--- src/rtl/mii_resp_pkg.sv ---
package mii_resp_pkg;

  localparam int WORD_W  = 32;
  localparam int HDR_BITS = 16;
  localparam int DATA_W  = 16;
  localparam int ADDR_W  = 5;
  localparam int NREGS   = 32;

  // Power-on contents of the device register file.
  function automatic logic [DATA_W-1:0] reg_reset_val(input int idx);
    logic [DATA_W-1:0] v;
    case (idx)
      0:       v = 16'h3100;
      1:       v = 16'hF02C;
      2:       v = 16'h7810;
      4:       v = 16'h0501;
      5:       v = 16'h4181;
      16:      v = 16'h0003;
      18:      v = 16'h0001;
      default: v = '0;
    endcase
    return v;
  endfunction

  // Bits a write frame may change in each register.
  function automatic logic [DATA_W-1:0] reg_wmask(input int idx);
    logic [DATA_W-1:0] m;
    if ((idx >= 1 && idx <= 3) || idx == 5 || idx == 6 || (idx >= 18 && idx <= 25))
      m = 16'hFFFF;
    else if (idx == 4)
      m = 16'hC01F;
    else if (idx == 16)
      m = 16'h0FFF;
    else
      m = '0;
    return m;
  endfunction

  function automatic logic [DATA_W-1:0] masked_merge(input logic [DATA_W-1:0] old_v,
                                                     input logic [DATA_W-1:0] new_v,
                                                     input logic [DATA_W-1:0] mask);
    return (old_v & ~mask) | (new_v & mask);
  endfunction

  typedef struct packed {
    logic [3:0]        op;
    logic [ADDR_W-1:0] phy;
    logic [ADDR_W-1:0] regn;
  } mgmt_cmd_t;

  function automatic mgmt_cmd_t hdr_fields(input logic [WORD_W-1:0] w);
    mgmt_cmd_t c;
    c.op   = w[15:12];
    c.phy  = w[11:7];
    c.regn = w[6:2];
    return c;
  endfunction

  function automatic mgmt_cmd_t frame_fields(input logic [WORD_W-1:0] w);
    mgmt_cmd_t c;
    c.op   = w[31:28];
    c.phy  = w[27:23];
    c.regn = w[22:18];
    return c;
  endfunction

endpackage

--- src/rtl/mii_clk_edge.sv ---
module mii_clk_edge (
  input  logic clk,
  input  logic rst_n,
  input  logic level_i,
  output logic rise_o
);
  logic prev_q;

  always_ff @(posedge clk) begin
    if (!rst_n) prev_q <= 1'b0;
    else        prev_q <= level_i;
  end

  assign rise_o = level_i & ~prev_q;
endmodule

--- src/rtl/mii_shift_core.sv ---
module mii_shift_core
  import mii_resp_pkg::*;
#(
  parameter int CNT_W = 6
) (
  input  logic                 clk,
  input  logic                 rst_n,
  input  logic                 step_i,
  input  logic                 mdo_i,
  input  logic                 rd_mode_i,
  input  logic                 load_i,
  input  logic [DATA_W-1:0]    load_val_i,
  output logic [CNT_W-1:0]     cnt_nxt_o,
  output logic [WORD_W-1:0]    word_nxt_o,
  output logic                 all_ones_o,
  output logic [CNT_W-1:0]     cnt_o,
  output logic                 mdi_o
);
  localparam logic [CNT_W-1:0] CNT_MAX = {CNT_W{1'b1}};
  localparam logic [CNT_W-1:0] HDR_CNT = CNT_W'(HDR_BITS);

  logic [CNT_W-1:0]  cnt_q;
  logic [WORD_W-1:0] word_q;
  logic              mdi_q;
  logic [CNT_W-1:0]  cnt_inc;
  logic              in_bit;
  logic [WORD_W-1:0] word_sh;
  logic              drive_mdi;

  always_comb begin
    cnt_inc   = (cnt_q == CNT_MAX) ? CNT_MAX : cnt_q + 1'b1;
    in_bit    = mdo_i & ((cnt_inc < HDR_CNT) | ~rd_mode_i);
    word_sh   = {word_q[WORD_W-2:0], in_bit};
    drive_mdi = rd_mode_i & (cnt_inc >= HDR_CNT);
  end

  always_ff @(posedge clk) begin
    if (!rst_n) begin
      cnt_q  <= '0;
      word_q <= '0;
      mdi_q  <= 1'b0;
    end else if (step_i) begin
      cnt_q  <= (&word_sh) ? '0 : cnt_inc;
      word_q <= load_i ? {{(WORD_W-DATA_W){1'b0}}, load_val_i} : word_sh;
      if (drive_mdi) mdi_q <= word_sh[HDR_BITS-1];
    end
  end

  assign cnt_nxt_o  = cnt_inc;
  assign word_nxt_o = word_sh;
  assign all_ones_o = &word_sh;
  assign cnt_o      = cnt_q;
  assign mdi_o      = mdi_q;
endmodule

--- src/rtl/mii_phy_regs.sv ---
module mii_phy_regs
  import mii_resp_pkg::*;
(
  input  logic              clk,
  input  logic              rst_n,
  input  logic              we_i,
  input  logic [ADDR_W-1:0] waddr_i,
  input  logic [DATA_W-1:0] wdata_i,
  input  logic [ADDR_W-1:0] raddr_i,
  output logic [DATA_W-1:0] rdata_o
);
  logic [DATA_W-1:0] regs_q [NREGS];
  logic [DATA_W-1:0] regs_d [NREGS];

  for (genvar gi = 0; gi < NREGS; gi++) begin : g_reg
    localparam logic [DATA_W-1:0] WMASK = reg_wmask(gi);
    logic hit;
    assign hit        = we_i && (waddr_i == ADDR_W'(gi));
    assign regs_d[gi] = hit ? masked_merge(regs_q[gi], wdata_i, WMASK) : regs_q[gi];
  end

  always_ff @(posedge clk) begin
    if (!rst_n) begin
      for (int i = 0; i < NREGS; i++) regs_q[i] <= reg_reset_val(i);
    end else begin
      for (int i = 0; i < NREGS; i++) regs_q[i] <= regs_d[i];
    end
  end

  assign rdata_o = regs_q[raddr_i];
endmodule

--- src/rtl/mii_mgmt_responder.sv ---
module mii_mgmt_responder
  import mii_resp_pkg::*;
#(
  parameter int              CNT_W    = 6,
  parameter logic [4:0]      PHY_ID   = 5'd1,
  parameter logic [3:0]      OP_READ  = 4'b0110,
  parameter logic [3:0]      OP_WRITE = 4'b0101
) (
  input  logic clk,
  input  logic rst_n,
  input  logic mdc_i,
  input  logic mdo_i,
  input  logic rd_mode_i,
  output logic mdi_o
);
  localparam logic [CNT_W-1:0] HDR_CNT   = CNT_W'(HDR_BITS);
  localparam logic [CNT_W-1:0] FRAME_CNT = CNT_W'(WORD_W);

  logic              mdc_rise;
  logic              all_ones;
  logic [CNT_W-1:0]  cnt_nxt;
  logic [CNT_W-1:0]  cnt_q;
  logic [WORD_W-1:0] word_nxt;
  logic              rd_load;
  logic              wr_en;
  logic [DATA_W-1:0] rd_val;
  logic [DATA_W-1:0] load_val;
  mgmt_cmd_t         hdr_cmd;
  mgmt_cmd_t         full_cmd;
  logic              at_hdr;
  logic              at_full;
  logic              unused_ta_bits;

  mii_clk_edge u_edge (
    .clk     (clk),
    .rst_n   (rst_n),
    .level_i (mdc_i),
    .rise_o  (mdc_rise)
  );

  mii_shift_core #(.CNT_W(CNT_W)) u_core (
    .clk        (clk),
    .rst_n      (rst_n),
    .step_i     (mdc_rise),
    .mdo_i      (mdo_i),
    .rd_mode_i  (rd_mode_i),
    .load_i     (rd_load),
    .load_val_i (load_val),
    .cnt_nxt_o  (cnt_nxt),
    .word_nxt_o (word_nxt),
    .all_ones_o (all_ones),
    .cnt_o      (cnt_q),
    .mdi_o      (mdi_o)
  );

  always_comb begin
    hdr_cmd  = hdr_fields(word_nxt);
    full_cmd = frame_fields(word_nxt);
    at_hdr   = mdc_rise && !all_ones && (cnt_nxt == HDR_CNT);
    at_full  = mdc_rise && !all_ones && (cnt_nxt == FRAME_CNT);
    rd_load  = at_hdr && (hdr_cmd.op == OP_READ);
    load_val = (hdr_cmd.phy == PHY_ID) ? rd_val : '0;
    wr_en    = at_full && (full_cmd.op == OP_WRITE) && (full_cmd.phy == PHY_ID);
  end

  assign unused_ta_bits = ^word_nxt[17:16];

  mii_phy_regs u_regs (
    .clk     (clk),
    .rst_n   (rst_n),
    .we_i    (wr_en),
    .waddr_i (full_cmd.regn),
    .wdata_i (word_nxt[DATA_W-1:0]),
    .raddr_i (hdr_cmd.regn),
    .rdata_o (rd_val)
  );
endmodule

--- config.mk ---
export PLATFORM = sky130hd
export DESIGN_NAME = mii_mgmt_responder
export DESIGN_NICKNAME = d
export VERILOG_FILES = /design/src/rtl/mii_resp_pkg.sv /design/src/rtl/mii_clk_edge.sv /design/src/rtl/mii_shift_core.sv /design/src/rtl/mii_phy_regs.sv /design/src/rtl/mii_mgmt_responder.sv
export SDC_FILE = /design/constraint.sdc
export NUM_CORES = 1
export LEC_CHECK = 0
export BUFFER_PORTS_ARGS = -buffer_cell sky130_fd_sc_hd__buf_2
export CAP_MARGIN = 0
export CORE_MARGIN = 8
export CORE_UTILIZATION = 60
export DETAILED_ROUTE_END_ITERATION = 8
export PLACE_DENSITY = 0.76
export SLEW_MARGIN = 0
export SYNTH_ARGS = -nofsm -noshare
export SYNTH_HDL_FRONTEND = slang
export SYNTH_SLANG_ARGS = --single-unit
--- constraint.sdc ---
create_clock -name clk -period 5.7 [get_ports clk]
set_input_delay 1.71 -clock clk [delete_from_list [all_inputs] [get_ports clk]]
set_output_delay 1.71 -clock clk [all_outputs]
set_load 0.01 [all_outputs]
==> flow_summary.ini, run 1 <==
[outcome]
status = finished, final reports clean

[floorplanning]
start_util_pct = 60.5
die_w_microns = 155
boundaryPins = 6
dieArea_sq_mm = 0.0241
core_sq_mm = 0.0192
row_count = 51
die_y_microns = 155

[min_path]
min_delay_worst_endpoint = u_core.mdi_o
holdPathStages = 2
worstHoldStart = u_core.mdi_o
hp-class = flip-flop to flip-flop

[detailed_routing]
dr.pass1.iters = 5
dr_wl_met3_microns = 3120
top_layer_used = met5
via_count = 7800
routed_wirelength_microns = 31600
wl_per_cell_microns = 26.7
drt-initial-drc-count = 913
wl_met1_microns = 12200
drt-vias-per-instance = 6.60
drc = 0
drtAntennaViolNets = 0
wl_met2_microns = 14900

[sta]
slew_headroom_pct = 21.2
rsz0062_at_grt = false
fin_ws_ps = 1760
report.final.slew_viol_count = 0
period_minus_slack_ps = 3940
tightest_slew_ps = 1170
setup-violations-final = 0
period_share_pct = 69.0
finalSetupTns_ps = 0
finClkSkew_ps = 17.8
fmax_ghz = 0.254
finalHoldViolCount = 0

[logic_synthesis]
synth_top_area_share_pct = 53.8
syn_area_sq_mm = 0.0116
yosysTopAreaCell = edfxtp_1
syn-instance-count = 902
avgSynthCellArea_sq_um = 12.9
yosys_warnings = 0
yosysSeqAreaShare_pct = 64.6
synthTopCellsByArea = edfxtp_1 (54%), dfxtp_1 (11%), mux2i_1 (4.7%), nor2_1 (3.2%), mux2_2 (2.9%)
async_flop_share_pct = 0
synth_flop_cell = edfxtp_1
yosysMostFrequentCell = edfxtp_1
synth_edf_count = 208
synth_cell_types = 61
synth_seq_cells = 271
synth_nets = 908
ys_top_cells_by_count = edfxtp_1 (208), nor2_1 (98), dfxtp_1 (63)

[clocking]
post_cts_buffers = 0
clock-sinks = 271
hold_buffers = 0
insertion_delay_ps = 530
cts_root_buf = clkbuf_16
htree_levels = 1
path_clk_slew_ps = 60
cts_tree = done
cts_made_buffers = 27
clock_path_buffers = 3
post_cts_resized = 0

[global_routing]
grt_pass1_vias = 7557
overflow = 0
antenna_found_initial = 1
grt_pass1_wl_microns = 47000
track_usage_pct = 26.4
grt_max_degree = 45

[worst_setup_path]
r2r-start = u_core.cnt_o[0]
reg2reg_depth = 7
worstSetupStartpointType = input pin
crit_family = simple AND/OR/NAND/NOR gates
critPathMaxFanout = 17
rrSetupSlack_ps = 2150
crit_chain = buf_2 -> nand2b_1 -> nor4_4 -> nand3_4 -> or4_1 -> nand2_1
slowest_delay_ps = 800
worst-setup-path-type = input pin to flip-flop
path_buf_inv = 1
reg2reg_to = u_regs.regs_q[6][10]
cp_slowest_cell = or4_1
crit_arrival_ps = 4090
cp-end-kind = flip-flop
crit_required_ps = 5860

[final_layout]
area_growth_pct = 10.1
final_nets = 902
drive_above_1_share_pct = 12.4
fillers = 1399
diodes = 0

[pwr]
vdd_drop_max_mv = 0.295
p_leak_nw = 4.55
cellPowerDensity_mw_per_mm2 = 340

[place]
port_buffers = 5
gp_congestion = 0.977
hpwl_microns = 21200
dp_worst_setup_slack_ps = 1290

[run]
max_cap_violations = 0
[cells in the final DEF (no fill, tap or decap), drive strengths merged, types with 7 or more instances in the layout]
cell and n:
buf 23, clkbuf 35, nand3 7, a221oi 14
dfxtp 63, nor4 9, nand2 51, edfxtp 208
o21ai 29, inv 39, mux2i 54, nor2b 40
a22oi 18, mux2 30, o22ai 14, a221o 11
nor2 98, nand4 13, mux4 12, nor3 10
nand3b 7, clkinv 10, o221ai 8, nand2b 14
or4 8, a21oi 19
[kinds of logic after synthesis]
group | after synthesis | synth area share [%]
simple gates | 272 | 11.8
flops | 271 | 64.6
buf+inv | 98 | 3.27
fa+ha+maj | 1 | 0.108
compound gates | 163 | 10.3
mux | 96 | 9.89
xor+xnor | 1 | 0.0754
[worst max-delay path by stage]
| stage | startpoint | to | slack, ps | depth (start not counted) |
|---|---|---|---|---|
| final | mdc_i | u_regs.regs_q[6][10] | 1760 | 6 |
| after global placement | mdc_i | u_regs.regs_q[3][5] | 1380 | 6 |
| after detailed placement | mdc_i | u_regs.regs_q[5][7] | 1290 | 6 |
| after global routing | mdc_i | u_regs.regs_q[6][5] | 1640 | 6 |
| after floorplan | mdc_i | u_regs.regs_q[24][0] | 1050 | 6 |
| after CTS | mdc_i | u_regs.regs_q[5][9] | 1840 | 6 |
[stage by stage]
| step | power, W | hold WS [ps] | std cells | cell area (sq um) | util [%] |
|---|---|---|---|---|---|
| 3_3_place_gp | 0.00256 | 461 | 1132 | 11900 | 61.9 |
| 2_1_floorplan | 0.00246 | 442 | 902 | 11600 | - |
| 4_1_cts | 0.00435 | 483 | 1181 | 12800 | 66.6 |
| 6_report | 0.00435 | 480 | 1181 | 12800 | 66.6 |
| 3_5_place_dp | 0.00258 | 469 | 1132 | 11900 | 61.9 |
| 5_1_grt | 0.00444 | 509 | 1181 | 12800 | 66.6 |
[worst register-to-register path, delay by kind of cell (launching register included)]
kind | cells | cell delay [ps]
adders and majority gates | 1 | 270
DFF | 1 | 390
AOI/OAI and AO/OA | 1 | 230
and+or+nand+nor | 5 | 2280
[power breakdown]
part / switching [W] / internal, W / total, W
logic: 0.000189 / 0.0000993 / 0.000289
clock network: 0.000733 / 0.00107 / 0.00181
registers: 0.0000463 / 0.00221 / 0.00225
total: 0.000968 / 0.00338 / 0.00435
[registers in the layout, indices dropped and copies added (netlist names), named ones only]
name,count
u_core.word_q,31
u_core.mdi_o,1
u_regs.regs_q,227
u_edge.prev_q,1
u_core.cnt_o,6
[layer usage]
metal	global-route usage, %	up-vias
met1	34.6	3830
met2	42.2	474
met3	5.24	94
li1	-	3400
met5	0	-
met4	11.3	2
[cell type report]
type	instances	area [sq um]	share of cell area, %
Clock buffer	35	726	5.68
Clock inverter	14	168	1.31
Inverter	40	150	1.17
Multi-Input combinational cell	533	3740	29.2
Sequential cell	271	7510	58.7
Tap cell	265	332	2.59
Timing Repair Buffer	23	160	1.25
No activity file was read; power rests on OpenSTA's default activity.
==> inputs of run 2 (changes only) <==
Clock period 5.7 ns to 3.75 ns, I/O delays scaled along.
==> run 2 against run 1 <==
Non-clock buffer count is 17 higher; highest routed layer is now met4; largest cell class unchanged; final cell count rose by 1.2%; register-to-register slack got worse by 1500 ps; clock-buffer cell count is 4 higher; setup slack got worse by 1100 ps; critical path type is now flip-flop to flip-flop; clock skew shrank 3.1 ps; combinational power is 55% higher; global-route usage is 0.97 points lower; die area stayed put; routed wire length down 3.5%; clock power increased by 41%.
==> flow_summary.ini, run 2 (same netlist as run 1, synthesis figures left out) <==
[outcome]
status = finished, final reports clean

[worst_setup_path]
critPathMaxFanout = 16
cp_slowest_cell = or4_1
startpoint = u_core.cnt_o[0]
crit_arrival_ps = 3330
slowest_delay_ps = 570
crit_required_ps = 4020
reg2reg_depth = 8
worstSetupStartpointType = flip-flop
crit_path_end = u_regs.regs_q[5][7]
crit_chain = ha_1 -> and2_1 -> a31oi_1 -> nor3_2 -> nand3_4 -> or4_1 -> buf_4 -> or3b_1
worst-setup-path-type = flip-flop to flip-flop
reg2reg_to = u_regs.regs_q[5][7]
rrSetupSlack_ps = 690
cp-end-kind = flip-flop
r2r-start = u_core.cnt_o[0]

[global_routing]
grt_max_degree = 50
grt_pass1_wl_microns = 46300
track_usage_pct = 25.4
antenna_found_initial = 0
overflow = 0
grt_pass1_vias = 7670

[sta]
fmax_ghz = 0.327
report.final.slew_viol_count = 0
tightest_slew_ps = 1210
rsz0062_at_grt = false
finalHoldViolCount = 0
period_share_pct = 81.5
finClkSkew_ps = 14.7
fin_ws_ps = 692
slew_headroom_pct = 19.3
setup-violations-final = 0
period_minus_slack_ps = 3060

[clocking]
hold_buffers = 0
htree_levels = 1
cts_root_buf = clkbuf_16
post_cts_buffers = 0
clock-sinks = 271
insertion_delay_ps = 540
clock_path_buffers = 3
path_clk_slew_ps = 60
cts_made_buffers = 27
post_cts_resized = 0
cts_tree = done

[place]
dp_worst_setup_slack_ps = 485
port_buffers = 5
gp_congestion = 0.981
hpwl_microns = 21100

[pwr]
power_frac_seq_pct = 53.3
p_leak_nw = 4.61
p_clk_share_pct = 39.7
switching_share_pct = 22.4
p_switching_w = 0.00143
comb_power_share_pct = 7.0
intPower_w = 0.00498
vdd_drop_max_mv = 0.419
cellPowerDensity_mw_per_mm2 = 498

[min_path]
hp-class = flip-flop to flip-flop
worstHoldStart = u_regs.regs_q[4][0]

[detailed_routing]
wl_per_cell_microns = 25.5
via_count = 7948
routed_wirelength_microns = 30500
drt-vias-per-instance = 6.65
drt-initial-drc-count = 1058
dr.pass1.iters = 6
drc = 0
drtAntennaViolNets = 0

[floorplanning]
row_count = 51
dieArea_sq_mm = 0.0241
core_sq_mm = 0.0192
boundaryPins = 6
die_w_microns = 155
start_util_pct = 60.5
die_y_microns = 155

[final_layout]
top_register = u_regs.regs_q
final_cell_mix = edfxtp_1 (208), nor2_1 (98), dfxtp_1 (62)
largest_reg_flops = 227
final_core_util_pct = 67.1
diodes = 0
final_common_cell = edfxtp_1
final_nets = 919
area_growth_pct = 10.9
drive_above_1_share_pct = 14.0

[run]
max_cap_violations = 0
-- run 2: worst max-delay path: cells and delay by family, from the launching register on --
family,cells,cell delay (ps)
flip-flops,1,390
buffers and inverters,1,210
AO/OA/AOI/OAI,1,190
AND/OR/NAND/NOR,5,1720
adder cells (fa/ha/maj),1,280
-- run 2: worst min path at each step --
stage                            to  slack (ps)  depth (start not counted)
2_1_floorplan   u_regs.regs_q[4][0]         440                          2
3_3_place_gp           u_core.mdi_o         460                          2
3_5_place_dp   u_regs.regs_q[16][0]         470                          2
4_1_cts        u_regs.regs_q[16][0]         490                          2
5_1_grt         u_regs.regs_q[4][0]         530                          2
6_report        u_regs.regs_q[4][0]         490                          2
-- run 2: power by group through the flow --
stage / clock network, W / registers (W) / logic [W]
4_1_cts: 0.00255 / 0.00342 / 0.000437
3_3_place_gp: 0 / 0.00347 / 0.000427
3_5_place_dp: 0 / 0.00348 / 0.000435
6_report: 0.00255 / 0.00342 / 0.000448
2_1_floorplan: 0 / 0.00344 / 0.000298
5_1_grt: 0.00266 / 0.00343 / 0.000468
-- run 2: area by class of cell --
class | instances | area [sq um]
clock buffers | 39 | 761
fillers | 1356 | 6320
multi-input cells | 533 | 3740
flip-flops and latches | 271 | 7510
well taps | 265 | 332
clock inverters | 7 | 63.8
repair buffers | 40 | 325
inverters | 40 | 150
-- run 2: through the flow --
step	cell area, sq um	cells	setup TNS (ps)	power [W]	hold slack [ps]
after floorplan	11600	902	-9990	0.00374	442
after global placement	12100	1149	0	0.00390	463
after detailed placement	12100	1149	0	0.00392	474
after CTS	12900	1195	0	0.00641	488
after global routing	12900	1195	0	0.00656	532
final	12900	1195	0	0.00641	486
-- run 2: per-layer routing --
metal  global-route usage, %  share of wire [%]  wire [microns]
met4                    9.66                4.5            1360
met3                    5.24                 11            3440
met5                       0                  0               0
met1                    35.0                 39           11900
met2                    39.1                 45           13800
